===== config.mk =====
export PLATFORM = sky130hd
export DESIGN_NAME = xdp_desc_parser
export DESIGN_NICKNAME = d
export VERILOG_FILES = /design/src/rtl/xdp_pkg.sv /design/src/rtl/xdp_lane_swap.sv /design/src/rtl/xdp_beat_ctrl.sv /design/src/rtl/xdp_desc_store.sv /design/src/rtl/xdp_desc_parser.sv
export SDC_FILE = /design/constraint.sdc
export NUM_CORES = 1
export LEC_CHECK = 0
export BUFFER_PORTS_ARGS = -buffer_cell sky130_fd_sc_hd__buf_2
export CORE_AREA = 3 3 256 258
export CTS_BUF_LIST = sky130_fd_sc_hd__clkbuf_16
export DETAILED_ROUTE_END_ITERATION = 7
export DIE_AREA = 0 0 259 261
export SLEW_MARGIN = 30
export SYNTH_ARGS = -nofsm -noshare
export SYNTH_HDL_FRONTEND = slang
export SYNTH_SLANG_ARGS = --single-unit

===== constraint.sdc =====
create_clock -name clk -period 2.5 [get_ports clk]
set_input_delay 0.125 -clock clk [delete_from_list [all_inputs] [get_ports clk]]
set_output_delay 0.125 -clock clk [all_outputs]
set_load 0.01 [all_outputs]

===== src/rtl/xdp_pkg.sv =====
package xdp_pkg;

    localparam int WORD_W    = 32;
    localparam int BEAT_W    = 2 * WORD_W;
    localparam int NUM_WORDS = 16;
    localparam int NUM_BEATS = NUM_WORDS / 2;
    localparam int NUM_SRC   = 8;

    // word slots in the logical (little-endian) layout
    localparam int W_STATUS = 0;
    localparam int W_CRC    = 1;
    localparam int W_NEXT   = 2;
    localparam int W_CMD    = 3;
    localparam int W_DST    = 4;
    localparam int W_BCNT   = 5;
    localparam int W_SRC0   = 6;

    // beats that hold words the engine uses; the rest are reserved
    localparam int USED_BEATS = (W_SRC0 + NUM_SRC + 1) / 2;

    typedef logic [WORD_W-1:0] word_t;

    typedef struct packed {
        word_t status;
        word_t crc;
        word_t next_ptr;
        word_t cmd;
        word_t dst_addr;
        word_t byte_cnt;
    } hdr_t;

endpackage


===== src/rtl/xdp_lane_swap.sv =====
module xdp_lane_swap #(
    parameter int W = 64
) (
    input  logic         swap,
    input  logic [W-1:0] din,
    output logic [W-1:0] dout
);
    localparam int NBYTES = W / 8;

    for (genvar b = 0; b < NBYTES; b++) begin : g_byte
        assign dout[8*b +: 8] = swap ? din[8*(NBYTES-1-b) +: 8] : din[8*b +: 8];
    end
endmodule


===== src/rtl/xdp_beat_ctrl.sv =====
module xdp_beat_ctrl #(
    parameter int NUM_BEATS = 8,
    localparam int IDX_W = $clog2(NUM_BEATS)
) (
    input  logic             clk,
    input  logic             rst,
    input  logic             in_valid,
    input  logic             swap_en,
    output logic             in_ready,
    output logic             accept,
    output logic [IDX_W-1:0] beat_idx,
    output logic             mode,
    output logic             done
);
    localparam logic [IDX_W-1:0] LAST_IDX = IDX_W'(NUM_BEATS - 1);

    logic [IDX_W-1:0] idx_q;
    logic             pend_q;
    logic             mode_q;

    assign in_ready = !pend_q;
    assign accept   = in_valid && in_ready;
    assign beat_idx = idx_q;
    assign mode     = (idx_q == '0) ? swap_en : mode_q;
    assign done     = pend_q;

    always_ff @(posedge clk) begin
        if (rst) begin
            idx_q  <= '0;
            pend_q <= 1'b0;
            mode_q <= 1'b0;
        end else begin
            pend_q <= accept && (idx_q == LAST_IDX);
            if (accept) begin
                idx_q <= (idx_q == LAST_IDX) ? '0 : idx_q + 1'b1;
                if (idx_q == '0) begin
                    mode_q <= swap_en;
                end
            end
        end
    end
endmodule


===== src/rtl/xdp_desc_store.sv =====
module xdp_desc_store #(
    parameter int BEAT_W     = 64,
    parameter int USED_BEATS = 7,
    parameter int IDX_W      = 3
) (
    input  logic                              clk,
    input  logic                              rst,
    input  logic                              accept,
    input  logic [IDX_W-1:0]                  beat_idx,
    input  logic [BEAT_W-1:0]                 beat_in,
    output logic [USED_BEATS-1:0][BEAT_W-1:0] slots
);
    logic [USED_BEATS-1:0][BEAT_W-1:0] slot_q;

    always_ff @(posedge clk) begin
        if (rst) begin
            slot_q <= '0;
        end else begin
            for (int k = 0; k < USED_BEATS; k++) begin
                if (accept && beat_idx == IDX_W'(k)) begin
                    slot_q[k] <= beat_in;
                end
            end
        end
    end

    assign slots = slot_q;
endmodule


===== src/rtl/xdp_desc_parser.sv =====
module xdp_desc_parser
    import xdp_pkg::*;
#(
    parameter int WORD_W  = xdp_pkg::WORD_W,
    parameter int NUM_SRC = xdp_pkg::NUM_SRC,
    localparam int BEAT_W = 2 * WORD_W,
    localparam int IDX_W  = $clog2(NUM_BEATS)
) (
    input  logic                      clk,
    input  logic                      rst,
    input  logic                      swap_en,
    input  logic                      in_valid,
    output logic                      in_ready,
    input  logic [BEAT_W-1:0]         in_data,
    output logic                      done,
    output logic                      last,
    output logic [WORD_W-1:0]         status,
    output logic [WORD_W-1:0]         crc,
    output logic [WORD_W-1:0]         next_ptr,
    output logic [WORD_W-1:0]         cmd,
    output logic [WORD_W-1:0]         dst_addr,
    output logic [WORD_W-1:0]         byte_cnt,
    output logic [NUM_SRC*WORD_W-1:0] src_addr,
    output logic [NUM_SRC-1:0]        src_sel,
    input  logic [WORD_W-1:0]         wb_status,
    input  logic [WORD_W-1:0]         wb_crc,
    output logic [BEAT_W-1:0]         wb_beat
);
    localparam int N_USED = (W_SRC0 + NUM_SRC + 1) / 2;

    logic              accept;
    logic [IDX_W-1:0]  beat_idx;
    logic              mode;
    logic [BEAT_W-1:0] beat_log;

    logic [N_USED-1:0][BEAT_W-1:0]   slots;
    logic [2*N_USED-1:0][WORD_W-1:0] words;
    hdr_t                            hdr;

    xdp_beat_ctrl #(.NUM_BEATS(NUM_BEATS)) u_ctrl (
        .clk      (clk),
        .rst      (rst),
        .in_valid (in_valid),
        .swap_en  (swap_en),
        .in_ready (in_ready),
        .accept   (accept),
        .beat_idx (beat_idx),
        .mode     (mode),
        .done     (done)
    );

    xdp_lane_swap #(.W(BEAT_W)) u_rx_swap (
        .swap (mode),
        .din  (in_data),
        .dout (beat_log)
    );

    xdp_desc_store #(
        .BEAT_W     (BEAT_W),
        .USED_BEATS (N_USED),
        .IDX_W      (IDX_W)
    ) u_store (
        .clk      (clk),
        .rst      (rst),
        .accept   (accept),
        .beat_idx (beat_idx),
        .beat_in  (beat_log),
        .slots    (slots)
    );

    assign words = slots;

    always_comb begin
        hdr.status   = words[W_STATUS];
        hdr.crc      = words[W_CRC];
        hdr.next_ptr = words[W_NEXT];
        hdr.cmd      = words[W_CMD];
        hdr.dst_addr = words[W_DST];
        hdr.byte_cnt = words[W_BCNT];
    end

    assign status   = hdr.status;
    assign crc      = hdr.crc;
    assign next_ptr = hdr.next_ptr;
    assign cmd      = hdr.cmd;
    assign dst_addr = hdr.dst_addr;
    assign byte_cnt = hdr.byte_cnt;
    assign last     = (hdr.next_ptr == '0);
    assign src_sel  = hdr.cmd[NUM_SRC-1:0];

    for (genvar i = 0; i < NUM_SRC; i++) begin : g_src
        assign src_addr[WORD_W*i +: WORD_W] = words[W_SRC0 + i];
    end

    xdp_lane_swap #(.W(BEAT_W)) u_wb_swap (
        .swap (swap_en),
        .din  ({wb_crc, wb_status}),
        .dout (wb_beat)
    );
endmodule


# Word-level counts from Yosys, hierarchy flattened
# Cells that the tools add are included.
# Widths: inputs -> output; s select.
[totals]
register_bits = 453
in_bits = 132
out_inout_bits = 523
word_cells = 48
[classes]
addsub = 1
eq_ne = 7
mux = 18
reduce_logical = 12
[ops]
columns = ["op", "n"]
rows = [
  ["$mux 8", 16],
  ["$logic_not 32->1", 1],
  ["$eq 3x3->1 const B", 4],
  ["$logic_and 1x1->1", 9],
  ["$eq 3x2->1 const B", 2],
  ["$add 3x1->3 const B", 1],
  ["$eq 3x1->1 const B", 1],
  ["$logic_not 3->1", 1],
  ["$mux 3", 1],
  ["$logic_not 1->1", 1],
  ["$mux 1", 1],
]

# Logic depth before layout (Yosys ltp)
[depth]
word_depth = 3
ltp_mapped = 8
depth_no_buf = 6

# Modules after synthesis
# Synthesis repeated with hierarchy kept, for this count alone.
[hier_totals]
hier_cells = 1712
area_unflattened_um2 = 19784.0
[by_module_without_submodules]
columns = ["mod", "instances", "cells_each", "area_each_um2", "seq_area_each_um2"]
rows = [
  ["xdp_desc_store", 1, 1525, 17236.5, 8968.6],
  ["xdp_lane_swap", 2, 71, 1077.3, 0.0],
  ["xdp_beat_ctrl", 1, 26, 260.2, 100.1],
  ["xdp_desc_parser", 1, 19, 132.6, 0.0],
]

# Least setup slack after synthesis
# No wires, ideal clock.
[synth_timing]
path_kind = "register to register"
start = "reg u_ctrl.idx_q[0] (netlist: u_ctrl.beat_idx[0])"
end = "reg u_store.slot_q (netlist bit u_store.slots[359])"
setup_ps = 139
arrival_time_ps = 1829
required_time_ps = 2361
slack_ps = 532
path_stages_with_launch = 9
n_path_buf = 2
period_less_slack_ps = 1968
cell_sequence = "dfxtp_1 inv_1 ha_1 nor2b_1 mux2i_1 buf_4 buf_6 mux2i_1 a211oi_1"
[synth_via]
elab_chain_cells = 3
word_cells_on_any_way = 5
classes_between = "eq/ne (1); mux (2); reduce/logical (2)"
[synth_rtl]
columns = ["item", "line_no", "source"]
rows = [
  ["start: declaration", "xdp_beat_ctrl.sv:17", "logic [IDX_W-1:0] idx_q;"],
  ["start signal: assignment", "xdp_beat_ctrl.sv:35", "idx_q <= (idx_q == LAST_IDX) ? '0 : idx_q + 1'b1;"],
  ["$logic_not 3->1", "xdp_beat_ctrl.sv:24", "assign mode = (idx_q == '0) ? swap_en : mode_q;"],
  ["$mux 1", "xdp_beat_ctrl.sv:24", ""],
  ["$mux 8", "xdp_lane_swap.sv:11", "assign dout[8*b +: 8] = swap ? din[8*(NBYTES-1-b) +: 8] : din[8*b +: 8];"],
  ["end signal: indexed assignment", "xdp_desc_store.sv:21", "slot_q[k] <= beat_in;"],
  ["end: declaration", "xdp_desc_store.sv:13", "logic [USED_BEATS-1:0][BEAT_W-1:0] slot_q;"],
]
# Parallel ways exist; a longest one is shown, timed or not.
# A chain may end at the register's enable or synchronous reset.

# Worst setup path after layout
[layout_timing]
start = "reg u_ctrl.idx_q[0] (netlist: u_ctrl.beat_idx[0])"
end = "reg u_store.slot_q (netlist bit u_store.slots[130])"
# Same word-level chain as after synthesis.

==> out/qor.yml <==
status:
  outcome: "complete, no violations"
hold_path:
  hold_depth: 2
  min_to: "u_store.slots[96]$_SDFFE_PP0P_"
  hold_start: "rst"
  hold_path.class: "input port to register"
clock_network:
  clockRootBuffer: "clkbuf_16"
  cts_tree: "done"
  cts_buffer_depth: 3
  clk_pin_slew_ps: 60
  post_cts_buffers: 0
  cts.sinks: 453
  cts-buffers-inserted: 49
  htreeDepth: 2
  clk_latency_ps: 590
setup_path:
  rrSetupSlack_ps: 140
  crit_arrival_ps: 2810
  endpoint_kind: "register"
  cpMostUsedCell: "buf_4"
  critPathSlowestCell: "mux2i_1"
  start_kind: "register"
  reg2regPathDepth: 8
  timing.rr.start: "u_ctrl.beat_idx[0]$_SDFFE_PP0P_"
  path_cells: "inv_1, ha_1, nor2b_2, mux2i_4, buf_4, mux2i_1, buf_4, a211oi_1"
  regToRegEndpoint: "u_store.slots[130]$_SDFFE_PP0P_"
  path_class: "register to register"
  slowest_delay_ps: 460
  required_ps: 2950
  crit_fanout: 12
yosys:
  synth_top_cell_area_share: 0.545
  synth_fp_nets: 1829
  synthArstFlopShare: 0
  syn_inst: 1691
  yosys.area.top_type: "dfxtp_1"
  yosys_warnings: 0
  synthesis.area_um2: 16600
  synth_seq_cells: 453
  yosysMostFrequentCell: "dfxtp_1"
  synthDistinctLibCells: 28
  yosys_most_used_dff: "dfxtp_1"
  netlist_top_cells_area: "dfxtp_1, a211oi_1, nor2_1"
  avgSynthCellArea_um2: 9.84
  yosysSeqAreaShare: 0.545
  ys_top_cells_by_count: "dfxtp_1, nor2_1, a211oi_1, clkbuf_1, mux2_2"
  synth_edf_count: 0
place:
  dp_cells: 3117
  placed_cell_area_um2: 21300
  pre_cts_slack_ps: -28.9
  io_buffers: 654
  gp_congestion: 0.872
  dpl.hpwl_um: 49900
global_routing:
  grt_pass1_vias: 15369
  grt_overflow: 0
  grt_antenna_before_repair: 3
  grt_start_max_net_pins: 94
  grt_pass1_wl_um: 97900
  grt_usage: 0.187
floorplan:
  ioPinCount: 655
  start_util: 0.263
  die_x_um: 259
  die_h_um: 261
  rows: 92
  core_area_um2: 63200
  dieArea_um2: 67600
sta:
  fmax_mhz: 424
  slew_headroom: 0.485
  finalHoldViolations: 0
  setup_viol: 0
  worst_slack_ps: 140
  report.final.slew_viol_count: 0
  fin_hold_ws_ps: 43.0
  tightest_slew_ps: 772
  rsz0062_at_grt: "no"
  period_share: 0.944
  period_needed_ps: 2360
  clock_skew_ps: 18.6
power_and_ir_drop:
  p_sw_frac: 0.277
  power_uw: 17200
  p_leak_uw: 0.00975
  p_seq_frac: 0.448
  power.net_switching_uw: 4770
  power_frac_clock: 0.404
  combPwrFrac: 0.148
  p_int_uw: 12400
  powerDensity_nw_per_um2: 751
  peakVddDrop_mv: 0.464
final_layout:
  fill_cells: 6443
  final_nets: 2472
  syn_to_final_growth_pct: 37.8
  multi_input_area_um2: 6880
  ff_latch_area_um2: 9070
  instances_no_fill: 3217
  fin_area_um2: 22900
  drive_gt1_frac: 0.390
route:
  via_per_inst: 4.83
  drt_iter0_markers: 904
  routedWlPerCell_um: 20.7
  vias: 15532
  drc: 0
  drtPass1Iterations: 4
  ant_nets: 0
  finalWirelength_um: 66600
run:
  drv_cap: 0
-- layout make-up --
cell class	count	area share
tap	846	0.0462
antenna	2	0.000218
multi-input combinational	1063	0.300
sequential	453	0.396
clock inverter	37	0.0128
clock buffer	49	0.0535
inverter	4	0.000655
timing repair buffer	763	0.191
-- how the worst max path moves through the flow --
stage | startpoint | slack [ps] | end
6_report | u_ctrl.beat_idx[0]$_SDFFE_PP0P_ | 140 | u_store.slots[130]$_SDFFE_PP0P_
5_1_grt | u_ctrl.beat_idx[0]$_SDFFE_PP0P_ | 1 | u_store.slots[209]$_SDFFE_PP0P_
4_1_cts | u_ctrl.beat_idx[0]$_SDFFE_PP0P_ | 20 | u_store.slots[211]$_SDFFE_PP0P_
3_5_place_dp | u_ctrl.beat_idx[0]$_SDFFE_PP0P_ | -30 | u_store.slots[211]$_SDFFE_PP0P_
3_3_place_gp | u_ctrl.beat_idx[0]$_SDFFE_PP0P_ | 40 | u_store.slots[83]$_SDFFE_PP0P_
2_1_floorplan | u_ctrl.beat_idx[0]$_SDFFE_PP0P_ | 530 | u_store.slots[359]$_SDFFE_PP0P_
-- cells in the final DEF, fill, tap and decap left out, types with 3 or more instances in the layout --
cell and count:
dlygate4sd3_1 12, mux2i_2 23, mux2i_1 40, mux2i_4 3, a211oi_2 7, nor2_1 452, nor4_1 8, buf_2 653
ha_1 6, clkinv_2 10, and3_4 6, clkbuf_16 49, clkinv_1 5, buf_12 20, inv_1 17, buf_4 77
a211oi_1 442, bufinv_16 3, dfxtp_1 453, mux2_2 64, inv_16 3
-- cells by family after synthesis --
logic type               count (synthesis)  synth area share
AO/OA/AOI/OAI                          451             0.205
adder cells (fa/ha/maj)                  6           0.00451
buffers and inverters                  175            0.0465
flip-flops                             453             0.545
multiplexers                           130            0.0878
AND/OR/NAND/NOR                        476             0.111
-- worst max-delay path: cells and delay by family (launching register included) --
kind                       cells  cell delay, ps
buffers and inverters          3             640
AOI/OAI and AO/OA              1              70
muxes                          2             750
DFF                            1             350
adders and majority gates      1             190
and+or+nand+nor                1             220
-- per-layer routing --
| metal | vias up | routed length, um | part of all wire | global-route usage |
|---|---|---|---|---|
| met2 | 638 | 32900 | 0.49 | 0.330 |
| met1 | 7411 | 26500 | 0.40 | 0.222 |
| met5 | - | 25 | 0.00038 | 0 |
| met4 | 4 | 1900 | 0.028 | 0.0564 |
| li1 | 7361 | - | - | - |
| met3 | 118 | 5290 | 0.079 | 0.0509 |
-- per-stage QoR --
step	setup TNS (ps)	util
after global routing	0	0.363
after floorplan	0	-
after detailed placement	-152	0.336
final	0	0.363
after global placement	0	0.336
after CTS	0	0.362
-- flip-flops by register name (all words and copies together) (netlist names) --
register / flops
u_ctrl.mode_q: 1
u_store.slots: 448
u_ctrl.done: 1
u_ctrl.beat_idx: 3
-- timing repair --
action | in CTS | in global routing
hold buffers | 12 | 0
setup endpoints to repair | 7 | 67
gates resized for setup | 1 | 5
hold endpoints to repair | 14 | 0
gates cloned | 0 | 0
-- power by group through the flow --
stage	registers, uW	clock network (uW)	logic [uW]
2_1_floorplan	7960	0	1160
3_3_place_gp	7850	0	2510
5_1_grt	7730	7420	2760
3_5_place_dp	7860	0	2550
6_report	7700	6950	2550
4_1_cts	7700	7120	2580
No activity file was read; power rests on OpenSTA's default activity.
